`src/rtl/snoop_msi_cache.sv`:
```
module snoop_msi_cache #(
  parameter int ADDR_W = 8,
  parameter int IDX_W  = 2,
  parameter int DATA_W = 32,
  parameter int ID_W   = 2,
  parameter int MY_ID  = 0
) (
  input  logic              clk,
  input  logic              rst_n,
  input  logic              cpu_req,
  input  logic              cpu_we,
  input  logic [ADDR_W-1:0] cpu_addr,
  input  logic [DATA_W-1:0] cpu_wdata,
  output logic [DATA_W-1:0] cpu_rdata,
  output logic              cpu_ready,
  output logic              bus_req,
  input  logic              bus_gnt,
  output logic              out_valid,
  output logic [1:0]        out_cmd,
  output logic [ADDR_W-1:0] out_addr,
  output logic [ID_W-1:0]   out_id,
  output logic [DATA_W-1:0] bus_dout,
  input  logic [DATA_W-1:0] bus_din,
  input  logic              snp_valid,
  input  logic [1:0]        snp_cmd,
  input  logic [ADDR_W-1:0] snp_addr,
  input  logic [ID_W-1:0]   snp_id,
  output logic              snp_supply
);
  localparam int LINES = 1 << IDX_W;
  localparam int TAG_W = ADDR_W - IDX_W;
  localparam logic [1:0] ST_I = 2'd0, ST_S = 2'd1, ST_M = 2'd2;
  localparam logic [1:0] C_RD = 2'd0, C_RFO = 2'd1, C_UPG = 2'd2, C_WB = 2'd3;

  logic [1:0]        st_q  [LINES];
  logic [TAG_W-1:0]  tag_q [LINES];
  logic [DATA_W-1:0] dat_q [LINES];

  logic [IDX_W-1:0] cidx, sidx;
  logic [TAG_W-1:0] ctag, stag;
  logic [1:0] cst, sst;
  logic cmatch, smatch, chit, snp_live, need_wb;

  assign cidx = cpu_addr[IDX_W-1:0];
  assign ctag = cpu_addr[ADDR_W-1:IDX_W];
  assign sidx = snp_addr[IDX_W-1:0];
  assign stag = snp_addr[ADDR_W-1:IDX_W];
  assign cst  = st_q[cidx];
  assign sst  = st_q[sidx];

  assign cmatch   = (cst != ST_I) && (tag_q[cidx] == ctag);
  assign smatch   = (sst != ST_I) && (tag_q[sidx] == stag);
  assign chit     = cmatch && ((cst == ST_M) || !cpu_we);
  assign snp_live = snp_valid && (snp_id != ID_W'(MY_ID));
  assign need_wb  = !cmatch && (cst == ST_M);

  assign snp_supply = snp_live && smatch && (sst == ST_M) &&
                      ((snp_cmd == C_RD) || (snp_cmd == C_RFO));
  assign cpu_ready  = cpu_req && chit && !(snp_live && (sidx == cidx));
  assign cpu_rdata  = dat_q[cidx];
  assign bus_req    = cpu_req && !chit;
  assign out_valid  = bus_req && bus_gnt && !snp_live;
  assign out_cmd    = need_wb ? C_WB : cmatch ? C_UPG : cpu_we ? C_RFO : C_RD;
  assign out_addr   = need_wb ? {tag_q[cidx], cidx} : cpu_addr;
  assign out_id     = ID_W'(MY_ID);
  assign bus_dout   = snp_supply ? dat_q[sidx] : dat_q[cidx];

  always_ff @(posedge clk) begin
    if (!rst_n) begin
      for (int i = 0; i < LINES; i++) st_q[i] <= ST_I;
    end else if (snp_live && smatch) begin
      st_q[sidx] <= (snp_cmd == C_RD) ? ST_S : (snp_cmd == C_WB) ? sst : ST_I;
    end else if (out_valid) begin
      case (out_cmd)
        C_WB:    st_q[cidx] <= ST_I;
        C_RD:    st_q[cidx] <= ST_S;
        default: st_q[cidx] <= ST_M;
      endcase
    end
  end

  always_ff @(posedge clk) begin
    if (out_valid && ((out_cmd == C_RD) || (out_cmd == C_RFO))) begin
      tag_q[cidx] <= ctag;
      dat_q[cidx] <= bus_din;
    end else if (cpu_ready && cpu_we) begin
      dat_q[cidx] <= cpu_wdata;
    end
  end
endmodule

```
`config.mk`:
```
export PLATFORM = sky130hd
export DESIGN_NAME = snoop_msi_cache
export DESIGN_NICKNAME = d
export VERILOG_FILES = /design/src/rtl/snoop_msi_cache.sv
export SDC_FILE = /design/constraint.sdc
export NUM_CORES = 1
export LEC_CHECK = 0
export ABC_CLOCK_PERIOD_IN_PS = 5600
export BUFFER_PORTS_ARGS = -buffer_cell sky130_fd_sc_hd__buf_4
export CAP_MARGIN = 40
export CORE_MARGIN = 2
export CORE_UTILIZATION = 50
export DETAILED_ROUTE_END_ITERATION = 16
export PLACE_DENSITY = 0.79
export SETUP_SLACK_MARGIN = 0.15
export SLEW_MARGIN = 20
export SYNTH_ARGS = -nofsm -noshare
export SYNTH_HDL_FRONTEND = slang
export SYNTH_SLANG_ARGS = --single-unit
export TNS_END_PERCENT = 1
```
`constraint.sdc`:
```
create_clock -name clk -period 5.6 [get_ports clk]
set_clock_uncertainty 0.2 [all_clocks]
set_input_delay 0.84 -clock clk [delete_from_list [all_inputs] [get_ports clk]]
set_output_delay 0.84 -clock clk [all_outputs]
set_load 0.005 [all_outputs]
```
* Yosys cells after proc, flatten, opt, wreduce, memory -nomap -nowiden *
Memory sizes are Yosys's and may differ from the RTL's.
Cells that the tools add are included.

storage, ports and cells
  memory bits (writable) = 160
  memories kept = 3
  logic and storage cells = 87
  output and inout port bits = 80
  bits of input ports = 90
  bits in registers = 0

memories
  memory  words  bits a word  read ports  clocked after memory_dff  write ports  line  source
  dat_q   4      32           2           0                         1            37    logic [DATA_W-1:0] dat_q [LINES];
  tag_q   4      6            2           0                         1            36    logic [TAG_W-1:0] tag_q [LINES];
  st_q    4      2            2           0                         4            35    logic [1:0] st_q [LINES];

operators by class
  eq/ne operators = 9
  reduce and logical (&&, ||, !) cells = 32
  bitwise gates (word level) = 3
  multiplexer cells = 40

operator list
  kind                number
  $mux 32             2
  $mux 1              27
  $mux 2              10
  $logic_and 1x1->1   16
  $eq 6x6->1          2
  $eq 2x2->1 const B  4
  $mux 8              1
  $reduce_bool 2->1   3
  $reduce_or 2->1     3
  $logic_not 1->1     5
  $eq 2x1->1 const B  2
  $logic_not 2->1     2
  $logic_or 1x1->1    3
  $or 1x1->1          3
  $eq 2x2->1          1

* Longest topological paths before layout *
An unclocked memory read counts as a cell.

  word-level depth = 16
  mapped depth = 13

* Least setup slack after synthesis *
No wires, ideal clock.

  path kind = in2reg
  start = input cpu_addr[0]
  end = memory dat_q[0][0] (enable)
  setup slack = 0.099 ns
  path buffers = 1
  data required time = 4.939 ns
  cell stages on the path = 7
  data arrival time = 4.840 ns
  cell sequence = buf_2 -> mux4_2 -> or2_2 -> and4_1 -> a211o_1 -> nor2b_1 -> nor3_1

between the ends
  word-level cells in the longest chain between the ends = 12

RTL lines
  element                                                       line    source
  from (decl)                                                   12      input logic [ADDR_W-1:0] cpu_addr,
  $mem_v2 4x6 / $mem_v2 4x2 (equally long branches)             --
  $eq 6x6->1, or another cell as far along                      51      assign cmatch = (cst != ST_I) && (tag_q[cidx] == ctag);
  $logic_and 1x1->1 / $logic_or 1x1->1 (equally long branches)  51, 53
  $logic_not 1->1 / $logic_and 1x1->1 (equally long branches)   55, 53
  $logic_and 1x1->1 / $logic_not 1->1 (equally long branches)   55, 61
  $mux 2 / $logic_and 1x1->1 (equally long branches)            63, 61
  $eq 2x1->1, or another cell as far along                      83      if (out_valid && ((out_cmd == C_RD) || (out_cmd == C_RFO))) begin
  $logic_or 1x1->1 / $logic_and 1x1->1 (equally long branches)  83, 62
  $logic_and 1x1->1                                             83
  $mux 1                                                        83
  $mux 1 (on tied branches)                                     85, 87
  $or 1x1->1 (no source line)                                   --
  to (decl)                                                     37

Parallel ways exist; a longest one is shown, timed or not.

* Worst setup path after layout *
  start = input snp_addr[0]
  end = output bus_dout[11]

between the ends
  word-level cells in the longest chain between the ends = 7

RTL lines
  element                                                 line  source
  from (decl)                                             26    input logic [ADDR_W-1:0] snp_addr,
  $mem_v2 4x6 / $mem_v2 4x2 (equally long branches)       --
  $eq 6x6->1 / $reduce_bool 2->1 (equally long branches)  52    assign smatch = (sst != ST_I) && (tag_q[sidx] == stag);
  $logic_and 1x1->1                                       52
  $logic_and 1x1->1 (3 in a row)                          57    assign snp_supply = snp_live && smatch && (sst == ST_M) &&
  $mux 32 (*)                                             66    assign bus_dout = snp_supply ? dat_q[sidx] : dat_q[cidx];
  to (decl)                                               22    output logic [DATA_W-1:0] bus_dout,

Every way passes the cells marked *; elsewhere a longest branch is shown, timed or not.

==> out/qor.csv <==
metric,value,unit
grt total ovfl,0,
Worst Max-Slew Pin Slew,0.765,ns
CORE AREA,0.0165,mm^2
Remaining DRCs,0,
MaxCap Viol Count,0,
pin count of the biggest net entering global routing,50,
Avg Inst Size Synth,19.2,um^2
CTS max path bufs,2,
fin nets,694,
chip height,133,um
worst-path fanout max,33,
"area leader, netlist",edfxtp_1,
Layout Utilization,63.0,%
Post-Synthesis Cell Area,0.00835,mm^2
Critical Path AT,3.99,ns
layout cells sized above 1,58.2,%
CTS buffer count,17,
Worst Hold Depth,1,
first-pass GRT wire length,27900,um
Post-CTS Resized,0,
post-synth top area share,57.5,%
antenna diode count,0,
CTS tree,done,
"Seq/Total Area, Yosys",57.5,%
Syn Inst Count,435,
Final Hold Violating Endpoints,0,
Yosys cell types,44,
final setup violation count,0,
Compound-Gate Fraction of Synth Area,1.77,%
worst-case reg-to-reg path depth,11,
top post-synthesis cells by area,"edfxtp_1, mux4_2, mux2_2",
Post-Route WL,18100,um
Area Overhead vs Synth,24.2,%
Pre-antenna DRT Iters,5,
# Post-CTS Setup Buffers,0,
antenna violations before repair,0,
TritonCTS sink count,160,
setup TNS,0,ns
Synth Area in XOR/XNOR,1.47,%
I/O pin total,170,
VDD IR max,0.000178,V
Worst Hold Class,input pin to register,
clk_lat worst skew,0.41,ns
RePlAce Congestion,0.850,
"EDFF count, synth",160,
PD cells,265,mW/mm^2
YS warnings,0,
Synth Flop Type,edfxtp_1,
largest family of logic cells by synthesized area,multiplexers,
drt initial violations,347,
CTS HTree Levels,4,
DRT antenna net count,0,
vias,4882,
gr usage total,21.0,%
"Req. time, crit path",4.56,ns
Filler cells,1194,
Die X,133,um
kind of critical path,input pin to primary output,
CP Capture Type,primary output,
HPWL Detailed,12100,um
mux cell area share after synthesis,32.6,%
CTS clock-pin slew for the worst setup and hold paths,0.06,ns
mean number of vias per cell,5.85,
flip-flop and latch count after synthesis,160,
port buffer count,167,
cell with the most instances after synthesis,edfxtp_1,
Slew headroom,49.0,%
post-synthesis adder-cell area fraction,0.300,%
Synth Area in Simple Gates,3.55,%
crit path time final,5.03,ns
CTS Root Cell,clkbuf_16,
Die ar.,0.0178,mm^2
Leakage,0.00379,uW
asr flop ratio synth,0,%
fmax,0.199,GHz
vias in the first global route,5145,
commonest cells in the netlist,"edfxtp_1, mux4_2, mux2_2",
RSZ-0062 raised after global routing,false,
fin. max-slew vios,0,
CP Launch Type,input pin,
outcome,"complete, no violations",
drt wl/cell,21.6,um
Starting Density,50.7,%
Final Cycle Share,89.8,%
num rows,47,
CTS Hold Buffers Added,0,
critical path, stage by stage:
cell,delay [ns]
buf_4,0.18
mux4_1,0.60
xnor2_1,0.17
nand3_1,0.17
nor4_4,0.62
nand3_4,0.70
mux2_4,0.53
buf_4,0.14
layer usage:
metal | vias to the layer above | wire length [um] | GRT usage (%)
met5 | - | 0 | 0
met4 | 0 | 228 | 5.79
met3 | 14 | 1210 | 4.45
met2 | 223 | 9640 | 37.1
met1 | 2467 | 6990 | 26.3
li1 | 2178 | - | -
path summary, 6_finish.rpt:
check	endpoint	start	slack (ns)
setup / recovery	bus_dout[11]	snp_addr[0]	0.57
hold / removal	tag_q[2][1]	cpu_addr[3]	0.45
setup reg to reg	st_q[3][1]	st_q[2][1]	1.90
hold reg to reg	st_q[3][0]	st_q[3][0]	0.94
state kept, by name, summed over array words and instances, names as in the netlist:
signal,count
dat_q,128
st_q,8
tag_q,24
cells by family (layout without fill, tap and decap cells):
logic type | Yosys count | after routing
flops | 160 | 160
mux | 150 | 150
simple gates | 50 | 50
buf+inv | 38 | 217
compound gates | 20 | 20
xor+xnor | 14 | 14
fa+ha+maj | 2 | 2
other cells | 1 | 2
layout make-up:
cell class / count / area, um^2 / share of cell area, %
sequential: 160 / 4800 / 46.3
multi-input combinational: 238 / 3370 / 32.5
timing repair buffer: 177 / 1350 / 13.0
clock buffer: 19 / 433 / 4.17
tap: 220 / 275 / 2.65
clock inverter: 13 / 115 / 1.11
inverter: 8 / 30.0 / 0.290
stage by stage:
step / worst slack (ns) / power, uW / instance area (um^2) / hold WS [ns] / std cells
after floorplan: 0.959 / 1560 / 8360 / 0.739 / 436
after global placement: 0.691 / 1710 / 9790 / 0.868 / 801
after detailed placement: 0.580 / 1720 / 9820 / 0.873 / 803
after CTS: 0.554 / 2770 / 10400 / 0.442 / 835
after global routing: 0.373 / 2840 / 10400 / 0.439 / 835
final: 0.572 / 2750 / 10400 / 0.454 / 835
layout by cell type, fill, tap and decap left out, types with 6 or more instances in the layout:
master and count:
nor2_1 9, o21ai_0 6, mux4_1 7, clkinv_4 6
mux4_2 73, nand2_1 6, inv_1 8, mux2_4 29
clkbuf_16 17, edfxtp_1 160, mux2_2 41, xnor2_1 12
buf_4 175
report_power, final:
group / total (uW) / switching, uW / internal, uW
clock network: 1060 / 447 / 611
logic: 345 / 151 / 194
registers: 1350 / 7.64 / 1340
Power figures use the tool's default switching activity.
